===== src/rtl/wpc_pkg.sv =====
package wpc_pkg;

    localparam int unsigned NUM_PHASES = 4;
    localparam int unsigned PH_W       = $clog2(NUM_PHASES + 1);

    typedef enum logic [PH_W-1:0] {
        PH_IDLE = 3'd0,
        PH_1    = 3'd1,
        PH_2    = 3'd2,
        PH_3    = 3'd3,
        PH_4    = 3'd4
    } phase_e;

    typedef enum logic [1:0] {
        SH_NOM   = 2'd0,
        SH_EARLY = 2'd1,
        SH_LATE  = 2'd2
    } shift_e;

    typedef struct packed {
        logic early;
        logic late;
    } sel_t;

    // Conflicting requests collapse to nominal.
    function automatic shift_e decode_shift(sel_t s);
        if (s.early && !s.late)      return SH_EARLY;
        else if (s.late && !s.early) return SH_LATE;
        else                         return SH_NOM;
    endfunction

    function automatic phase_e slot_of(shift_e sh);
        case (sh)
            SH_EARLY: return PH_1;
            SH_LATE:  return PH_3;
            default:  return PH_2;
        endcase
    endfunction

    function automatic phase_e next_phase(phase_e p);
        case (p)
            PH_1:    return PH_2;
            PH_2:    return PH_3;
            PH_3:    return PH_4;
            default: return PH_IDLE;
        endcase
    endfunction

endpackage


===== src/rtl/wpc_phase_ctr.sv =====
module wpc_phase_ctr
    import wpc_pkg::*;
(
    input  logic   clk,
    input  logic   rst,
    input  logic   enable,
    input  logic   strobe,
    output phase_e phase,
    output logic   start
);

    assign start = enable && strobe && (phase == PH_IDLE);

    always_ff @(posedge clk) begin
        if (rst || !enable)          phase <= PH_IDLE;
        else if (start)              phase <= PH_1;
        else if (phase != PH_IDLE)   phase <= next_phase(phase);
    end


    no_restart_chk: assert property (@(posedge clk) disable iff (rst)
        (phase != PH_IDLE) |=> (phase != PH_1));


    last_phase_once_chk: assert property (@(posedge clk) disable iff (rst)
        (phase == PH_4) |=> (phase == PH_IDLE));

endmodule


===== src/rtl/wpc_sel_hold.sv =====
module wpc_sel_hold
    import wpc_pkg::*;
(
    input  logic   clk,
    input  logic   rst,
    input  logic   start,
    input  sel_t   sel_in,
    output shift_e shift_q
);

    always_ff @(posedge clk) begin
        if (rst)        shift_q <= SH_NOM;
        else if (start) shift_q <= decode_shift(sel_in);
    end


    sel_held_chk: assert property (@(posedge clk) disable iff (rst)
        !start |=> $stable(shift_q));

endmodule


===== src/rtl/wpc_out_stage.sv =====
module wpc_out_stage
    import wpc_pkg::*;
(
    input  logic   enable,
    input  phase_e phase,
    input  shift_e shift_q,
    input  logic   wd_in,
    output logic   wd_out,
    output logic   stb_clr
);

    always_comb begin
        if (enable) begin
            wd_out  = (phase == slot_of(shift_q));
            stb_clr = (phase == PH_4);
        end else begin
            wd_out  = wd_in;
            stb_clr = 1'b0;
        end
    end

endmodule


===== src/rtl/wprecomp_shifter.sv =====
module wprecomp_shifter
    import wpc_pkg::*;
(
    input  logic clk,
    input  logic rst,
    input  logic wd_in,
    input  logic wd_stb,
    input  logic sel_early,
    input  logic sel_late,
    input  logic inner_trk,
    input  logic dden_n,
    output logic wd_out,
    output logic stb_clr
);

    logic   pc_en;
    logic   start;
    phase_e phase;
    shift_e shift_q;
    sel_t   sel;

    assign pc_en     = inner_trk && !dden_n;
    assign sel.early = sel_early;
    assign sel.late  = sel_late;

    wpc_phase_ctr u_ctr (
        .clk    (clk),
        .rst    (rst),
        .enable (pc_en),
        .strobe (wd_stb),
        .phase  (phase),
        .start  (start)
    );

    wpc_sel_hold u_sel (
        .clk     (clk),
        .rst     (rst),
        .start   (start),
        .sel_in  (sel),
        .shift_q (shift_q)
    );

    wpc_out_stage u_out (
        .enable  (pc_en),
        .phase   (phase),
        .shift_q (shift_q),
        .wd_in   (wd_in),
        .wd_out  (wd_out),
        .stb_clr (stb_clr)
    );


    pulse_width_chk: assert property (@(posedge clk) disable iff (rst)
        (pc_en && wd_out) |=> (!wd_out || !pc_en));


    pulse_in_window_chk: assert property (@(posedge clk) disable iff (rst)
        (pc_en && wd_out) |-> (phase != PH_IDLE && phase != PH_4));


    clr_after_p3_chk: assert property (@(posedge clk) disable iff (rst)
        stb_clr |-> ($past(phase) == PH_3));


    bypass_quiet_chk: assert property (@(posedge clk) disable iff (rst)
        !pc_en |=> (phase == PH_IDLE));

endmodule


===== config.mk =====
export PLATFORM = sky130hd
export DESIGN_NAME = wprecomp_shifter
export DESIGN_NICKNAME = d
export VERILOG_FILES = /design/src/rtl/wpc_pkg.sv /design/src/rtl/wpc_phase_ctr.sv /design/src/rtl/wpc_sel_hold.sv /design/src/rtl/wpc_out_stage.sv /design/src/rtl/wprecomp_shifter.sv
export SDC_FILE = /design/constraint.sdc
export NUM_CORES = 1
export LEC_CHECK = 0
export BUFFER_PORTS_ARGS = -buffer_cell sky130_fd_sc_hd__buf_2
export CELL_PAD_IN_SITES_DETAIL_PLACEMENT = 1
export CELL_PAD_IN_SITES_GLOBAL_PLACEMENT = 2
export CORE_AREA = 2 2 39 41
export CTS_BUF_LIST = sky130_fd_sc_hd__clkbuf_4
export DETAILED_ROUTE_END_ITERATION = 8
export DIE_AREA = 0 0 41 43
export GPL_TIMING_DRIVEN = 0
export PLACE_DENSITY = 0.64
export SYNTH_ARGS = -nofsm -noshare
export SYNTH_HDL_FRONTEND = slang
export SYNTH_SLANG_ARGS = --single-unit

===== constraint.sdc =====
create_clock -name clk -period 1.5 [get_ports clk]
set_input_delay 0.225 -clock clk [delete_from_list [all_inputs] [get_ports clk]]
set_output_delay 0.225 -clock clk [all_outputs]
set_load 0.005 [all_outputs]

After elaboration in Yosys (flattened, before gate mapping)
Index checks and enable logic that the tools add are counted.

Register bits after elaboration: 5. Output and inout bits: 2.

Equal/unequal tests: 7. Mux-type cells: 9. Reductions and logical operators: 14.

Operators with widths (count): $pmux 3 s3 (1); $eq 3x2->1 const B (2); $logic_and 1x1->1 (5); $logic_not 1->1 (4); $mux 1 (4); $mux 2 (2); $pmux 2 s2 (1); $eq 3x1->1 const B (1); $eq 3x3->1 (1); $eq 3x3->1 const B (1); $logic_not 3->1 (1); $mux 3 (1); $reduce_bool 3->1 (1); $eq 2x1->1 const B (1); $eq 2x2->1 const B (1); $reduce_bool 2->1 (1); $reduce_or 2->1 (1); $logic_or 1x1->1 (1).

Longest topological paths before layout
Gate-level depths: netlist of run 1.

Word-level depth: 5. Depth in mapped cells: 4. Gate-level depth less buffers: 4.

Modules after synthesis
From an unflattened synthesis of run 1, not the netlist that was laid out.

Cells, all modules: 29. Area, all modules: 277.8 sq um.

Modules (own cells, without submodules): wpc_phase_ctr (instances 1, cells each 11, area an instance 125.1 sq um, seq. area each 60.1 sq um); wpc_sel_hold (instances 1, cells each 8, area an instance 77.6 sq um, seq. area each 40.0 sq um); wpc_out_stage (instances 1, cells each 9, area an instance 61.3 sq um, seq. area each 0.0 sq um); wprecomp_shifter (instances 1, cells each 1, area an instance 13.8 sq um, seq. area each 0.0 sq um).

Worst setup path before layout of run 1
OpenSTA, ideal clock, no wires.

Path kind: register -> output. Start point: register u_sel.shift_q[1]. End point: output wd_out. Arrival: 999 ps. Required time: 1275 ps. Path slack: 276 ps. Cell stages (with the launch flop): 5. Path through: dfxtp_1 > inv_1 > ha_1 > xor2_1 > a32o_1.

Longest elaborated chain between the ends: 5.

Ends and longest elaborated chain: start, declared (RTL line wpc_sel_hold.sv:8) `output shift_e shift_q`; start signal, assigned (RTL line wpc_sel_hold.sv:13) `else if (start) shift_q <= decode_shift(sel_in);`; $eq 2x2->1 or $eq 2x1->1 (tied branches) (RTL line wpc_pkg.sv:33) `case (sh)`; $pmux 2 s2 (*) (RTL line wpc_pkg.sv:33); $mux 3 (*) (RTL line wpc_out_stage.sv:13) `if (enable) begin`; $eq 3x3->1 (*) (RTL line wpc_out_stage.sv:14) `wd_out = (phase == slot_of(shift_q));`; $mux 1 (*) (RTL line wpc_out_stage.sv:13); end, declared (RTL line wprecomp_shifter.sv:12) `output logic wd_out,`.

Every way passes the cells marked *; elsewhere a longest branch is shown, timed or not. The select of a mux whose other input is x is not followed.

Final worst setup path of run 1
Same ends and word-level chain as after synthesis.

==> summary.md, run 1 <==
| Metric | Value |
|---|---|
| Type of destination of the critical path | `output pin` |
| Critical Path Fanout Max | `2` |
| Share of the synthesized area in the top cell type | `34.6%` |
| Main area contributors after synthesis | `sky130_fd_sc_hd__dfxtp_1 (35%), sky130_fd_sc_hd__or3b_4 (7.8%), sky130_fd_sc_hd__nand4b_1 (6.1%)` |
| Post-synthesis cell area | `289 um^2` |
| Number of optimization iterations in the first detailed-route pass | `4` |
| Area share of and/or/nand/nor cells after synthesis | `34.6%` |
| Iteration-0 DRC Markers | `3` |
| Number of sinks driven by the clock tree | `5` |
| Routed length per instance | `12.4 um` |
| Failing checks | `setup timing` |
| Outcome | `finished with violations` |
| Via count of the first global-routing pass | `276` |
| Hold Violations, Final | `0` |
| Synth unique cells | `19` |
| Peak supply drop | `0.347 mV` |
| Number of fill cells | `173` |
| IO buf count | `9` |
| Min Tclk post-route | `1550 ps` |
| Detailed-placement wirelength estimate | `540 um` |
| Portion of netlist area occupied by mux cells | `0%` |
| Total wire length after detailed routing | `734 um` |
| Critical Path RT | `1270 ps` |
| Routed via count | `275` |
| Area inside the core boundary | `0.00138 mm^2` |
| Global router's overall resource usage | `11.0%` |
| Number of instances in the synthesized netlist | `30` |
| Count of warnings emitted by yosys | `0` |
| Grt total ovfl | `0` |
| Final nets | `53` |
| Post-synthesis net count | `39` |
| Area leader, netlist | `sky130_fd_sc_hd__dfxtp_1` |
| Weighted congestion at the end of routability-driven global placement | `0.681` |
| Hold Buf Count CTS | `0` |
| Design Power | `365 uW` |
| Critical Path Slowest Stage Cell | `sky130_fd_sc_hd__dfxtp_2` |
| Tightest Pin Transition | `384 ps` |
| Maximum single-stage delay on the critical path | `320 ps` |
| Diode insertion count for antenna repair | `0` |
| MaxCap Viol Count | `0` |
| Total power per unit cell area | `914 mW/mm^2` |
| Number of endpoints failing setup at the final stage | `1` |
| Multi-input logic area | `181 um^2` |
| Minimum setup slack in the final design | `-54.1 ps` |
| DRC violation count after routing | `0` |
| Setup Slack @ Placement | `145 ps` |
| Largest net degree at the start of global routing | `8` |
| Final period util | `104%` |
| Data arrival, critical path | `1330 ps` |
| Number of placed I/O pins | `10` |
| RSZ-0062 raised after global routing | `true` |
| Clk root buf | `sky130_fd_sc_hd__clkbuf_4` |
| XOR/XNOR share of the synthesized area | `9.09%` |
| Via/cell ratio | `4.66` |
| Final count of pins violating max slew | `0` |
| Clock buffer depth | `2` |
| Fraction of the mapped netlist area in adder cells | `4.33%` |
| Die outline area | `0.00176 mm^2` |
| Chip Height | `43 um` |
| Average cell area after synthesis | `9.63 um^2` |
| Critical Path Start Type | `register` |
| Post-synthesis sequential area ratio | `34.6%` |
| Max Fclk | `0.643 GHz` |
| Area grow syn2layout | `38.1%` |
| Area of all sequential standard cells | `103 um^2` |
| TritonCTS Buffers | `3` |
| Clock H-tree levels | `1` |
| Setup Skew | `9.27 ps` |
| Headroom to the max-slew limit | `74.4%` |
| Proportion of layout cells with a drive suffix above 1 | `51.2%` |
| CTS tree | `built` |
| Clock latency on the worst-skew pair | `260 ps` |
| Row Count | `14` |
| Class of the tightest hold or removal check | `in2reg` |
| First-pass GRT wire length | `1170 um` |
| Setup CP Type | `reg2out` |
| Total leakage power | `0.157 nW` |
| Clock slew at reported path FFs | `40 ps` |
| Starting density of the core | `20.9%` |
| Post-CTS setup-driven buffer insertion count | `0` |
| Routed Antenna Nets | `0` |
| Area fraction in compound gates after synthesis | `10.4%` |
| Cell breakdown of the critical path | `inv_2 -> ha_4 -> xor2_1 -> a32o_1 -> buf_2` |
| Chip width | `41 um` |
| Number of antenna violations at the first check in global routing | `0` |
| Main combinational cell family by area after synthesis | `simple AND/OR/NAND/NOR gates` |
| Number of register bits inferred by synthesis | `5` |
-- what timing repair did --
item                                    4_1_cts  5_1_grt
resized for setup                             3        1
endpoints found under the setup margin        1        1
pin swaps                                     3        2
-- sequential cells by signal, indices dropped and copies added (netlist names) --
name / cells
u_ctr.phase: 3
u_sel.shift_q: 2
-- final timing paths --
| kind | start | end | slack, ps | cells after the start |
|---|---|---|---|---|
| max reg2reg | u_ctr.phase[1]$_SDFFE_PP0P_ | u_sel.shift_q[0]$_SDFFE_PP0P_ | 300 | 4 |
| min reg2reg | u_sel.shift_q[1]$_SDFFE_PP0P_ | u_sel.shift_q[1]$_SDFFE_PP0P_ | 490 | 2 |
| max | u_sel.shift_q[1]$_SDFFE_PP0P_ | wd_out | -50 | 5 |
| min | rst | u_sel.shift_q[0]$_SDFFE_PP0P_ | 210 | 2 |
-- cell usage in the layout, fill, tap and decap left out, types with 2 or more instances in the layout --
| cell type | Yosys | routed |
|---|---|---|
| sky130_fd_sc_hd__o21ai_1 | 2 | 2 |
| sky130_fd_sc_hd__nor3_1 | 2 | 2 |
| sky130_fd_sc_hd__xor2_1 | 2 | 2 |
| sky130_fd_sc_hd__clkbuf_4 | 0 | 4 |
| sky130_fd_sc_hd__dfxtp_1 | 5 | 3 |
| sky130_fd_sc_hd__or3b_4 | 2 | 2 |
| sky130_fd_sc_hd__buf_2 | 1 | 10 |
| sky130_fd_sc_hd__nand4b_1 | 2 | 2 |
| sky130_fd_sc_hd__dfxtp_2 | 0 | 2 |
| sky130_fd_sc_hd__nor3b_1 | 2 | 2 |
| sky130_fd_sc_hd__a21oi_1 | 2 | 2 |
-- report_power, final --
group          switching [mW]  internal (mW)  total, mW
registers             0.00132          0.135      0.137
clock network          0.0656          0.119      0.185
logic                  0.0201         0.0231     0.0431
-- cell type report --
| type | instances | area share, % |
|---|---|---|
| multi-input combinational | 22 | 45.5 |
| sequential | 5 | 25.7 |
| timing repair buffer | 9 | 11.3 |
| clock buffer | 4 | 7.52 |
| tap | 16 | 5.02 |
| buffer | 2 | 4.08 |
| inverter | 1 | 0.940 |
-- worst max-delay path, delay by kind of cell, from the launching register on --
kind                     cells  cell delay (ps)
flip-flops                   1              320
AO/OA/AOI/OAI                1              240
adder cells (fa/ha/maj)      1              200
buffers and inverters        2              160
XOR/XNOR                     1              150
-- cell usage after synthesis, drive strengths merged --
library cell,count
buf,2
dfxtp,5
o21ai,2
or3b,2
inv,1
xor2,2
nor4,1
ha,1
xnor2,1
nor2,1
nand2,1
nor3,2
nand2b,1
a21oi,2
nor3b,2
nor4b,1
a32o,1
nand4b,2
-- per-stage QoR --
step           std cells  cell area [um^2]  hold WS, ps  setup TNS, ps  util [%]
2_1_floorplan         30               289          294              0         -
3_3_place_gp          55               354          467              0      25.6
3_5_place_dp          55               354          482              0      25.6
4_1_cts               59               398          214          -81.2      28.8
5_1_grt               59               399          223           -119      28.8
6_report              59               399          214          -54.1      28.8
-- kinds of logic after synthesis --
kind of cell | after synthesis
AND/OR/NAND/NOR | 13
XOR/XNOR | 3
buffers and inverters | 3
flip-flops | 5
AO/OA/AOI/OAI | 5
adder cells (fa/ha/maj) | 1
-- metal layers --
layer / track usage, % / wire [um] / share of wire (%)
met3: 6.28 / 34 / 4.6
met2: 16.3 / 373 / 51
met4: 8.00 / 30 / 4.1
met5: 0 / 0 / 0
met1: 10.7 / 295 / 40
(Power assumes the default switching activity.)
==> run 2: changes to the inputs <==
--- a/config.mk
+++ b/config.mk
@@ -9,8 +9,8 @@
 export CELL_PAD_IN_SITES_DETAIL_PLACEMENT = 1
 export CELL_PAD_IN_SITES_GLOBAL_PLACEMENT = 2
-export CORE_AREA = 2 2 39 41
+export CORE_AREA = 3 3 40 42
 export CTS_BUF_LIST = sky130_fd_sc_hd__clkbuf_4
 export DETAILED_ROUTE_END_ITERATION = 8
-export DIE_AREA = 0 0 41 43
+export DIE_AREA = 0 0 43 45
 export GPL_TIMING_DRIVEN = 0
 export PLACE_DENSITY = 0.64
==> constraint.sdc (replaced) <==
create_clock -name clk -period 1.7 [get_ports clk]
set_input_delay 0.255 -clock clk [delete_from_list [all_inputs] [get_ports clk]]
set_output_delay 0.255 -clock clk [all_outputs]
set_load 0.1 [all_outputs]
==> run 2 against run 1 <==
- the flow now finishes without violations
- highest routed layer unchanged
- largest cell class unchanged
- critical endpoint unchanged
- critical path depth unchanged
- final cell count decreased by 1.7%
- global-route usage decreased by 2.0 points
==> summary.md, run 2 (synthesis results as in run 1) <==
| Metric | Value |
|---|---|
| Area grow syn2layout | `51.1% (was 38.1%)` |
| Clock network fraction of total power | `46.8% (was 50.7%)` |
| Global router's overall resource usage | `9.00% (was 11.0%)` |
| Setup Slack @ Placement | `58.6 ps (was 145 ps)` |
| Largest register FFs | `3 (unchanged)` |
| Clk root buf | `sky130_fd_sc_hd__clkbuf_4 (unchanged)` |
| Min Tclk post-route | `1670 ps` |
| Setup TNS | `0 ps (was -54.1 ps)` |
| Routed length per instance | `12.0 um (was 12.4 um)` |
| Number of placed I/O pins | `10 (unchanged)` |
| Row Count | `13 (was 14)` |
| Net Switching | `85.4 uW (was 87.0 uW)` |
| Number of optimization iterations in the first detailed-route pass | `2 (was 4)` |
| Chip width | `43 um (was 41 um)` |
| Switching share of power | `25.4% (was 23.8%)` |
| IO buf count | `9 (unchanged)` |
| Routed via count | `279 (was 275)` |
| Tightest Pin Transition | `306 ps (was 384 ps)` |
| Internal portion of total power | `251 uW (was 278 uW)` |
| Max Fclk | `0.597 GHz` |
| Combinational power share | `17.4% (was 11.8%)` |
| Commonest non-fill, non-tap cell in the layout | `sky130_fd_sc_hd__buf_2 (unchanged)` |
| Post-CTS setup-driven buffer insertion count | `0 (unchanged)` |
| MaxCap Viol Count | `0 (unchanged)` |
| Outcome | `completed (was finished with violations)` |
| Starting density of the core | `22.5% (was 20.9%)` |
| Minimum setup slack in the final design | `25.1 ps (was -54.1 ps)` |
| Final nets | `53 (unchanged)` |
| Top Registers | `u_ctr.phase: 3 flops, u_sel.shift_q: 2 flops (unchanged)` |
| Die outline area | `0.00194 mm^2 (was 0.00176 mm^2)` |
| Register containing the most flip-flops in the final layout | `u_ctr.phase (unchanged)` |
| Class of the tightest hold or removal check | `in2reg (unchanged)` |
| Proportion of layout cells with a drive suffix above 1 | `58.1% (was 51.2%)` |
| Data arrival, critical path | `1420 ps (was 1330 ps)` |
| Number of antenna violations at the first check in global routing | `0 (unchanged)` |
| Largest net degree at the start of global routing | `8 (unchanged)` |
| Setup CP Type | `reg2out (unchanged)` |
| Number of sinks driven by the clock tree | `5 (unchanged)` |
| Hold Violations, Final | `0 (unchanged)` |
| Number of endpoints failing setup at the final stage | `0 (was 1)` |
| Grt total ovfl | `0 (unchanged)` |
| Count of placed standard cells including taps | `54 (was 55)` |
| Critical Path Start Type | `register (unchanged)` |
| Top library cells by usage in the layout, fill and taps aside | `sky130_fd_sc_hd__buf_2 (8), sky130_fd_sc_hd__clkbuf_4 (5), sky130_fd_sc_hd__dfxtp_1 (3) (was sky130_fd_sc_hd__buf_2 (10), sky130_fd_sc_hd__clkbuf_4 (4), sky130_fd_sc_hd__dfxtp_1 (3))` |
| DRC violation count after routing | `0 (unchanged)` |
| Filler-free cell count of the finished design | `58 (was 59)` |
| Area inside the core boundary | `0.00128 mm^2 (was 0.00138 mm^2)` |
| Design Power | `336 uW (was 365 uW)` |
| TritonCTS Buffers | `3 (unchanged)` |
| Iteration-0 DRC Markers | `2 (was 3)` |
| Clock buffer depth | `2 (unchanged)` |
| Type of destination of the critical path | `output pin (unchanged)` |
| Via count of the first global-routing pass | `268 (was 276)` |
| Critical Path RT | `1440 ps (was 1270 ps)` |
| Final count of pins violating max slew | `0 (unchanged)` |
| RSZ-0062 raised after global routing | `true (unchanged)` |
| Peak supply drop | `0.226 mV (was 0.347 mV)` |
| Critical Path Fanout Max | `2 (unchanged)` |
| Total leakage power | `0.169 nW (was 0.157 nW)` |
| Chip Height | `45 um (was 43 um)` |
| Final period util | `98.5%` |
| Clock H-tree levels | `1 (unchanged)` |
| Share of power burned in registers | `35.9% (was 37.5%)` |
| Total wire length after detailed routing | `694 um (was 734 um)` |
| Clock latency on the worst-skew pair | `240 ps (was 260 ps)` |
| Weighted congestion at the end of routability-driven global placement | `0.717 (was 0.681)` |
| Via/cell ratio | `4.81 (was 4.66)` |
| Setup Skew | `1.89 ps (was 9.27 ps)` |
| Routed Antenna Nets | `0 (unchanged)` |
| Diode insertion count for antenna repair | `0 (unchanged)` |
| Clock slew at reported path FFs | `50 ps (was 40 ps)` |
| CTS tree | `built (unchanged)` |
| First-pass GRT wire length | `1210 um (was 1170 um)` |
| Total power per unit cell area | `770 mW/mm^2 (was 914 mW/mm^2)` |
| Headroom to the max-slew limit | `79.6% (was 74.4%)` |
run 2: cell count changes in the layout (fill, tap and decap cells not counted):
cell | before | now
sky130_fd_sc_hd__buf_2 | 10 | 8
sky130_fd_sc_hd__a32o_1 | 1 | 0
sky130_fd_sc_hd__a32o_2 | 0 | 1
sky130_fd_sc_hd__buf_12 | 0 | 1
sky130_fd_sc_hd__clkbuf_4 | 4 | 5
sky130_fd_sc_hd__nor3b_1 | 2 | 1
sky130_fd_sc_hd__nor3b_2 | 0 | 1
sky130_fd_sc_hd__nor4b_1 | 1 | 0
sky130_fd_sc_hd__nor4b_4 | 0 | 1
run 2: final cells by class:
| cell class | count | area [um^2] |
|---|---|---|
| fill | 157 | 848 |
| multi-input combinational | 22 | 203 |
| sequential | 5 | 103 |
| timing repair buffer | 9 | 62.6 |
| clock buffer | 4 | 30.0 |
| tap | 15 | 18.8 |
| buffer | 2 | 16.3 |
| inverter | 1 | 3.75 |
run 2: power by group through the flow:
| stage | clock [mW] | combinational, mW | sequential [mW] |
|---|---|---|---|
| after detailed placement | 0 | 0.0506 | 0.122 |
| final | 0.157 | 0.0585 | 0.121 |
| after floorplan | 0 | 0.0347 | 0.122 |
| after global placement | 0 | 0.0496 | 0.122 |
| after CTS | 0.165 | 0.0581 | 0.120 |
| after global routing | 0.172 | 0.0625 | 0.121 |
run 2: path summary, 6_finish.rpt:
| kind | from | endpoint | slack (ps) | cells after the start |
|---|---|---|---|---|
| setup reg to reg | u_ctr.phase[1]$_SDFFE_PP0P_ | u_sel.shift_q[1]$_SDFFE_PP0P_ | 540 | 4 |
| hold reg to reg | u_sel.shift_q[1]$_SDFFE_PP0P_ | u_sel.shift_q[1]$_SDFFE_PP0P_ | 500 | 2 |
| hold / removal | rst | u_sel.shift_q[0]$_SDFFE_PP0P_ | 250 | 2 |
| setup / recovery | u_sel.shift_q[1]$_SDFFE_PP0P_ | wd_out | 30 | 5 |
run 2: worst max-delay path, cell delays in order, from the launching register on:
cell                      delay, ps
sky130_fd_sc_hd__dfxtp_2        330
sky130_fd_sc_hd__inv_2           40
sky130_fd_sc_hd__ha_4           200
sky130_fd_sc_hd__xor2_1         150
sky130_fd_sc_hd__a32o_2         280
sky130_fd_sc_hd__buf_12         170
run 2: timing repair:
action / CTS / global route
cloned: 0 / 0
hold buffers: 0 / 0
pin swaps: 3 / 2
gates resized for setup: 7 / 3
endpoints found under the setup margin: 1 / 2
run 2: per-layer routing:
layer | vias up | wire length [um] | share of wire, % | global-route usage, %
met1 | 129 | 306 | 44 | 11.4
met5 | - | 0 | 0 | 0
met4 | 0 | 31 | 4.5 | 9.04
li1 | 136 | - | - | -
met2 | 10 | 304 | 44 | 11.7
met3 | 4 | 52 | 7.5 | 2.79
run 2: through the flow:
stage	util (%)	cell area [um^2]	hold WS, ps
floorplan	-	305	324
global placement	28.7	369	469
detailed placement	28.7	369	481
CTS	33.3	428	244
global route	34.0	437	256
finish	34.0	437	246
